--- src/rtl/r2sdf_pkg.sv ---
package r2sdf_pkg;

  localparam real PI_R = 3.14159265358979323846;

  // Quantise a real value in [-1,1] to a signed integer of given full scale,
  // rounding half away from zero.
  function automatic int tw_quant(input real v, input int scale);
    real s;
    s = v * scale;
    if (s >= 0.0) return $rtoi(s + 0.5);
    else          return $rtoi(s - 0.5);
  endfunction

endpackage

--- src/rtl/sdf_stage_ctrl.sv ---
module sdf_stage_ctrl #(
  parameter int DEPTH = 4,
  parameter int AW    = 2
) (
  input  logic          clk,
  input  logic          rst,
  input  logic          accept,
  input  logic          bfly_sel,
  output logic [AW-1:0] tw_addr,
  output logic          primed
);

  localparam logic [AW-1:0] LAST = AW'(DEPTH - 1);

  // Wrapping up-counter over accepted samples; addresses the twiddle table.
  always_ff @(posedge clk) begin
    if (rst) begin
      tw_addr <= '0;
    end else if (accept) begin
      if (tw_addr == LAST) tw_addr <= '0;
      else                 tw_addr <= tw_addr + 1'b1;
    end
  end

  // Set once the first butterfly phase has been seen: from then on the
  // feedback chain holds differences worth draining.
  always_ff @(posedge clk) begin
    if (rst)                      primed <= 1'b0;
    else if (accept && bfly_sel)  primed <= 1'b1;
  end

endmodule

--- src/rtl/sdf_twiddle_rom.sv ---
module sdf_twiddle_rom #(
  parameter int DW    = 16,
  parameter int DEPTH = 4,
  parameter int AW    = 2
) (
  input  logic [AW-1:0]        addr,
  output logic signed [DW-1:0] w_re,
  output logic signed [DW-1:0] w_im
);
  import r2sdf_pkg::*;

  localparam int SCALE = (1 << (DW - 1)) - 1;

  logic signed [DW-1:0] rom_re [DEPTH];
  logic signed [DW-1:0] rom_im [DEPTH];

  // Table entries computed at elaboration: W[k] = exp(-j*pi*k/DEPTH).
  for (genvar i = 0; i < DEPTH; i++) begin : g_ent
    localparam real ANG = PI_R * i / DEPTH;
    assign rom_re[i] = DW'(tw_quant($cos(ANG), SCALE));
    assign rom_im[i] = DW'(tw_quant(-$sin(ANG), SCALE));
  end

  // Unregistered read, one table per component.
  assign w_re = rom_re[addr];
  assign w_im = rom_im[addr];

endmodule

--- src/rtl/sdf_cmult.sv ---
module sdf_cmult #(
  parameter int DW = 16
) (
  input  logic signed [DW-1:0] b_re,
  input  logic signed [DW-1:0] b_im,
  input  logic signed [DW-1:0] w_re,
  input  logic signed [DW-1:0] w_im,
  output logic signed [DW-1:0] p_re,
  output logic signed [DW-1:0] p_im
);

  localparam int PW = 2 * DW + 1;
  localparam int SH = DW - 1;
  localparam logic signed [PW-1:0] RND  = PW'(1) <<< (SH - 1);
  localparam logic signed [PW-1:0] MAXV = PW'((1 << (DW - 1)) - 1);
  localparam logic signed [PW-1:0] MINV = -PW'(1 << (DW - 1));

  logic signed [2*DW-1:0] m_rr, m_ii, m_ri, m_ir;
  logic signed [PW-1:0]   acc_re, acc_im;

  assign m_rr = b_re * w_re;
  assign m_ii = b_im * w_im;
  assign m_ri = b_re * w_im;
  assign m_ir = b_im * w_re;

  assign acc_re = PW'(m_rr) - PW'(m_ii);
  assign acc_im = PW'(m_ri) + PW'(m_ir);

  function automatic logic signed [DW-1:0] rnd_sat(input logic signed [PW-1:0] v);
    logic signed [PW-1:0] r;
    r = (v + RND) >>> SH;
    if (r > MAXV)      return MAXV[DW-1:0];
    else if (r < MINV) return MINV[DW-1:0];
    else               return DW'(r);
  endfunction

  assign p_re = rnd_sat(acc_re);
  assign p_im = rnd_sat(acc_im);

endmodule

--- src/rtl/sdf_butterfly.sv ---
module sdf_butterfly #(
  parameter int DW = 16
) (
  input  logic signed [DW-1:0] a_re,
  input  logic signed [DW-1:0] a_im,
  input  logic signed [DW-1:0] t_re,
  input  logic signed [DW-1:0] t_im,
  output logic signed [DW-1:0] s_re,
  output logic signed [DW-1:0] s_im,
  output logic signed [DW-1:0] d_re,
  output logic signed [DW-1:0] d_im
);

  logic signed [DW:0] sr, si, dr, di;

  // One guard bit, then a floor shift keeps every result in range.
  assign sr = (DW+1)'(a_re) + (DW+1)'(t_re);
  assign si = (DW+1)'(a_im) + (DW+1)'(t_im);
  assign dr = (DW+1)'(a_re) - (DW+1)'(t_re);
  assign di = (DW+1)'(a_im) - (DW+1)'(t_im);

  assign s_re = DW'(sr >>> 1);
  assign s_im = DW'(si >>> 1);
  assign d_re = DW'(dr >>> 1);
  assign d_im = DW'(di >>> 1);

endmodule

--- src/rtl/sdf_delay_line.sv ---
module sdf_delay_line #(
  parameter int W     = 32,
  parameter int DEPTH = 4
) (
  input  logic         clk,
  input  logic         shift_en,
  input  logic [W-1:0] din,
  output logic [W-1:0] tap
);

  logic [W-1:0] chain [DEPTH];

  // Plain shift chain without reset; only read once filled.
  always_ff @(posedge clk) begin
    if (shift_en) begin
      chain[0] <= din;
      for (int i = 1; i < DEPTH; i++) chain[i] <= chain[i-1];
    end
  end

  assign tap = chain[DEPTH-1];

endmodule

--- src/rtl/r2sdf_stage.sv ---
module r2sdf_stage #(
  parameter int DW    = 16,
  parameter int DEPTH = 4,
  localparam int AW   = (DEPTH > 1) ? $clog2(DEPTH) : 1
) (
  input  logic                 clk,
  input  logic                 rst,
  input  logic                 stage_en,
  input  logic                 in_valid,
  input  logic                 bfly_sel,
  input  logic signed [DW-1:0] in_re,
  input  logic signed [DW-1:0] in_im,
  output logic                 out_valid,
  output logic signed [DW-1:0] out_re,
  output logic signed [DW-1:0] out_im
);

  logic                 accept;
  logic [AW-1:0]        tw_addr;
  logic                 primed;
  logic signed [DW-1:0] w_re, w_im, t_re, t_im;
  logic signed [DW-1:0] s_re, s_im, d_re, d_im;
  logic [2*DW-1:0]      fb_in, fb_tap;
  logic signed [DW-1:0] a_re, a_im;

  assign accept = in_valid & stage_en;

  sdf_stage_ctrl #(.DEPTH(DEPTH), .AW(AW)) u_ctrl (
    .clk(clk), .rst(rst), .accept(accept), .bfly_sel(bfly_sel),
    .tw_addr(tw_addr), .primed(primed)
  );

  sdf_twiddle_rom #(.DW(DW), .DEPTH(DEPTH), .AW(AW)) u_rom (
    .addr(tw_addr), .w_re(w_re), .w_im(w_im)
  );

  sdf_cmult #(.DW(DW)) u_mul (
    .b_re(in_re), .b_im(in_im), .w_re(w_re), .w_im(w_im),
    .p_re(t_re), .p_im(t_im)
  );

  assign a_re = fb_tap[2*DW-1:DW];
  assign a_im = fb_tap[DW-1:0];

  sdf_butterfly #(.DW(DW)) u_bf (
    .a_re(a_re), .a_im(a_im), .t_re(t_re), .t_im(t_im),
    .s_re(s_re), .s_im(s_im), .d_re(d_re), .d_im(d_im)
  );

  // Load phase stores raw input; butterfly phase stores the difference.
  assign fb_in = bfly_sel ? {d_re, d_im} : {in_re, in_im};

  sdf_delay_line #(.W(2*DW), .DEPTH(DEPTH)) u_fb (
    .clk(clk), .shift_en(accept), .din(fb_in), .tap(fb_tap)
  );

  always_ff @(posedge clk) begin
    if (rst) begin
      out_valid <= 1'b0;
      out_re    <= '0;
      out_im    <= '0;
    end else begin
      out_valid <= accept & (primed | bfly_sel);
      if (accept && (primed || bfly_sel)) begin
        out_re <= bfly_sel ? s_re : a_re;
        out_im <= bfly_sel ? s_im : a_im;
      end
    end
  end

endmodule

--- config.mk ---
export PLATFORM = sky130hd
export DESIGN_NAME = r2sdf_stage
export DESIGN_NICKNAME = d
export VERILOG_FILES = /design/src/rtl/r2sdf_pkg.sv /design/src/rtl/sdf_stage_ctrl.sv /design/src/rtl/sdf_twiddle_rom.sv /design/src/rtl/sdf_cmult.sv /design/src/rtl/sdf_butterfly.sv /design/src/rtl/sdf_delay_line.sv /design/src/rtl/r2sdf_stage.sv
export SDC_FILE = /design/constraint.sdc
export NUM_CORES = 2
export LEC_CHECK = 0
export BUFFER_PORTS_ARGS = -buffer_cell sky130_fd_sc_hd__buf_2
export CAP_MARGIN = 20
export CELL_PAD_IN_SITES_DETAIL_PLACEMENT = 0
export CELL_PAD_IN_SITES_GLOBAL_PLACEMENT = 1
export CORE_UTILIZATION = 57
export CTS_CLUSTER_SIZE = 40
export DETAILED_ROUTE_END_ITERATION = 12
export MAX_ROUTING_LAYER = met4
export PLACE_DENSITY_LB_ADDON = 0.1
export SKIP_CTS_REPAIR_TIMING = 1
export SLEW_MARGIN = 10
export SYNTH_ARGS = -nofsm -noshare
export SYNTH_HDL_FRONTEND = slang
export SYNTH_SLANG_ARGS = --single-unit
export TNS_END_PERCENT = 5
--- constraint.sdc ---
create_clock -name clk -period 32.9 [get_ports clk]
set_clock_uncertainty 0.1 [all_clocks]
set_input_delay 1.645 -clock clk [delete_from_list [all_inputs] [get_ports clk]]
set_output_delay 1.645 -clock clk [all_outputs]
set_load 0.01 [all_outputs]
## Word-level counts from Yosys, hierarchy flattened

Memories as Yosys holds them, arrays and structs flattened.
Cells that the tools add are included.

- Register bits after elaboration: 36
- Memory bits (writable): 128
- Memories: 1

- Magnitude comparators: 5
- Equal/unequal tests: 1
- Reductions and logical operators: 3
- Mux-type cells: 16
- Multiply operators: 4
- Add/sub/neg operators: 9
- Bitwise operators: 4

Memory list:

| name | words | bits a word | rd ports | clocked after Yosys merged registers in | write ports | RTL line | text |
|---|---|---|---|---|---|---|---|
| u_fb.chain | 4 | 32 | 4 | 0 | 4 | sdf_delay_line.sv:11 | `logic [W-1:0] chain [DEPTH];` |

Operators by type and width:

| operator | count |
|---|---|
| 16-bit 2-to-1 mux | 10 |
| 16-bit by 16-bit multiplier with 32-bit output | 4 |
| 33-bit by 16-bit adder with 33-bit output, second input constant | 2 |
| 16-bit binary-select mux with 2-bit select | 2 |
| 18-bit by 16-bit > comparator with 1-bit output, second input constant | 2 |
| 18-bit by 16-bit < comparator with 1-bit output, second input constant | 2 |
| 16-bit by 16-bit adder with 17-bit output | 2 |
| 16-bit by 16-bit subtractor with 17-bit output | 2 |
| 32-bit by 32-bit adder with 33-bit output | 1 |
| 32-bit by 32-bit subtractor with 33-bit output | 1 |
| 32-bit 2-to-1 mux | 1 |
| 3-bit >= comparator, second input constant | 1 |
| 2-bit NOT with 3-bit output | 1 |
| 2-bit by 1-bit adder with 2-bit output, second input constant | 1 |
| 1-bit AND | 2 |
| 2-bit == test, second input constant | 1 |
| 1-bit logical AND | 2 |
| 1-bit 2-to-1 mux | 2 |
| 2-bit 2-to-1 mux | 1 |
| 1-bit logical OR | 1 |
| 1-bit bitwise OR | 1 |

## Longest topological paths before layout

- Depth after elaboration: 12
- Mapped depth: 49
- Mapped depth without buffers: 46

## Hierarchy

A second synthesis with hierarchy kept.

- Cell total of the unflattened synthesis: 5117
- Area, all modules: 49591.3 µm²

Modules (own cells, without submodules):

| module | sequential area each (µm²) | cells an instance | times used | area each (µm²) |
|---|---|---|---|---|
| sdf_cmult | 0.0 | 4270 | 1 | 40060.9 |
| sdf_delay_line | 3843.7 | 128 | 1 | 3843.7 |
| sdf_butterfly | 0.0 | 490 | 1 | 3299.4 |
| r2sdf_stage | 660.6 | 182 | 1 | 1999.4 |
| sdf_twiddle_rom | 0.0 | 36 | 1 | 272.8 |
| sdf_stage_ctrl | 60.1 | 11 | 1 | 115.1 |

## Least setup slack after synthesis

OpenSTA, ideal clock, no wires.

- Path type: input port to flip-flop
- From: input in_im[15]
- To: memory u_fb.chain[0][15] (data pin)
- Library setup time: 163 ps
- Slack: 20825 ps
- Stages: 39
- Arrival time: 11812 ps
- Required time: 32637 ps
- Cell sequence: buf_4 > inv_2 > nor2_1 > inv_1 > fa_1 > fa_1 > inv_1 > fa_1 > fa_1 > fa_1 > fa_1 > fa_1 > inv_1 > fa_1 > inv_1 > ha_1 > nand2_1 > or3_1 > (+3 left out) > o21ai_2 > a21oi_1 > or2_2 > fa_1 > nand2b_1 > a21oi_1 > o21ai_0 > a21oi_1 > o21ai_0 > a21oi_1 > nor2_1 > o21bai_1 > a21oi_1 > o21bai_1 > a21oi_1 > o31ai_1 > a2111o_1 > o221ai_1

RTL lines:

| element | RTL line | text |
|---|---|---|
| from (decl) | r2sdf_stage.sv:12 | `input logic signed [DW-1:0] in_im,` |
| to (decl) | sdf_delay_line.sv:11 |  |

==> impl_metrics.toml <==
[status]
outcome = "finished, final reports clean"

[route]
drtIter0Drc = 1719
via_count = 26490
detail-route-antenna-nets = 0
first_pass_iters = 7
routedWlPerCell_um = 20.23
drc = 0
via_per_inst = 5.251
routed_wl_mm = 102.0

[synth]
ys_types = 90
yosysTopAreaCellShare_pct = 43.54
synthMostInstantiatedCell = "inv_1"
async_flop_share_pct = 0
syn_inst = 4090
synth_flop_cell = "edfxtp_1"
synth_edf_count = 128
netlist_top_cells_area = "fa_1 44%, ha_1 15%, inv_1 12%"
syn_nets = 5513
ys_seq_area_share_pct = 11.17
synth_commonest_cells = "1295 x inv_1, 889 x fa_1, 497 x ha_1"
yosys_register_bits = 164
yosys.area.top_type = "fa_1"
syn_area_um2 = 40870
synth.avg_cell_area_um2 = 9.993
synth_warnings = 0

[final_layout]
num-nets-final = 5510
final_util_pct = 60.59
design_area_um2 = 42720
syn2layout_area_growth_pct = 4.528
drive_above_1_share_pct = 4.343

[critical_path]
cp_data_required_time_ns = 33.05
rr_worst_depth = 43
endpoint = "u_fb.chain[0][31]"
worstPathMaxFanout = 28
crit_type = "flop to flop"
slowest_delay_ns = 0.82
reg2reg_slack_ns = 18.83
endpoint_kind = "flop"
crit_arrival_ns = 14.22
r2r-end = "u_fb.chain[0][31]"
startpoint = "u_ctrl.tw_addr[1]"
critPathSlowestCell = "a221oi_1"
startpoint_type = "flop"
critPathMostFrequentCell = "fa_1"
worstReg2RegStart = "u_ctrl.tw_addr[1]"

[die]
initial_core_util_pct = 57.96
die_h_um = 269.8
core-area_um2 = 70510
num_rows = 97
die_area_um2 = 72780
fp.dieW_um = 269.8
io_pins = 70

[global_routing]
antenna_found_initial = 6
grt_overflow = 0
first_global_vias = 28300
grt_first_pass_wirelength_mm = 163.1
gr-usage-all-layers_pct = 30.84
grt_max_degree = 67

[timing]
tightest_slew_ns = 1.055
setup_tns_ns = 0
period_needed_ns = 14.07
fin_ws_ns = 18.83
max_clock_freq_mhz = 71.08
rsz0062_at_grt = "false"
slew_violations = 0
finalSetupViolations = 0
finalCritPeriodShare_pct = 42.76
slew_headroom_pct = 29.53
hold_violations = 0

[clock_tree]
cts_tree = "done"
cts_max_path_buffers = 2
ctsHtreeMaxLevel = 4
cts_buffers = 17
clkTransAtPathRegs_ns = 0.09
clock-sinks = 164
clk_latency_ns = 0.46
root_buffer = "clkbuf_16"

[placement]
dp_slack_ns = 19.29
portBuffers = 69
dp_hpwl_mm = 86.53
dpl_cell_area_um2 = 42100
place.gp.congestion = 1.007

[worst_hold_path]
holdPathStages = 0
hold_class = "flop to flop"
min_from = "u_fb.chain[2][17]"

[flow_run]
maxCapViolCount = 0
## cell families (layout without fill, tap and decap cells)
family | Yosys count | after routing | synth area share, %
muxes | 23 | 23 | 0.5908
buffers and inverters | 1408 | 1417 | 12.98
DFF | 164 | 164 | 11.17
AOI/OAI and AO/OA | 386 | 386 | 6.536
xor gates and xnor gates | 142 | 142 | 3.162
and+or+nand+nor | 580 | 580 | 6.784
adders and majority gates | 1387 | 1387 | 58.78
other | 0 | 5 | 0
## layer usage
layer  vias up  global-route usage (%)  part of all wire [%]
met1     13520                   43.33                    45
met3        99                   4.561                   6.2
met4         0                   7.446                   2.5
met5         -                       -                     0
met2       683                   47.39                    46
li1      12180                       -                     -
## critical path, delay by kind of cell, from the launching register on
| kind | cells | cell delay (ns) |
|---|---|---|
| and+or+nand+nor | 4 | 1.06 |
| muxes | 1 | 0.27 |
| DFF | 1 | 0.75 |
| buffers and inverters | 9 | 1.40 |
| AOI/OAI and AO/OA | 18 | 4.52 |
| adders and majority gates | 11 | 5.72 |
## worst min path at each step
stage | endpoint | slack, ns
floorplan | u_fb.chain[1][0] | 0.30
finish | u_fb.chain[3][17] | 0.30
detailed placement | u_fb.chain[1][10] | 0.30
CTS | u_fb.chain[3][18] | 0.30
global placement | u_fb.chain[1][24] | 0.30
global route | u_fb.chain[3][18] | 0.31
## state kept, by name, summed over array words and instances, names as in the netlist
name,cells
out_im,16
out_re,16
u_ctrl.primed,1
out_valid,1
u_ctrl.tw_addr,2
u_fb.chain,128
## cell usage in the layout (no fill, tap or decap), drive strengths merged, types with 9 or more instances in the layout
cell type	synthesis	routed
edfxtp	128	128
buf	15	84
and2	52	52
nand4	12	12
o21ai	59	59
a31oi	12	12
xor2	36	36
nand3	16	16
o211ai	11	11
a21o	60	60
nand2b	41	41
fa	889	889
nor3	19	19
mux2i	14	14
clkbuf	91	18
inv	1301	1309
dfxtp	36	36
nor2	181	181
a211oi	35	35
nor2b	48	48
nand2	172	172
xnor2	106	106
ha	497	497
mux2	9	9
a21oi	124	124
o21bai	17	17
## cell type report
type / count / area [um^2]
Timing Repair Buffer: 84 / 460.4
Inverter: 1302 / 4890
Tap cell: 940 / 1176
Sequential cell: 164 / 4564
Clock buffer: 18 / 450.4
Antenna cell: 5 / 12.51
Clock inverter: 13 / 158.9
Multi-Input combinational cell: 2518 / 31010
Fill cell: 6170 / 27790
## per-stage QoR
| stage | hold slack [ns] | std cells |
|---|---|---|
| 5_1_grt | 0.3097 | 5043 |
| 4_1_cts | 0.3008 | 5039 |
| 6_report | 0.3040 | 5044 |
| 3_5_place_dp | 0.3045 | 5008 |
| 3_3_place_gp | 0.3005 | 5008 |
| 2_1_floorplan | 0.3003 | 4090 |
Power is not shown: default switching activity piles up to over one toggle a cycle in this logic, so the estimate is an artifact.
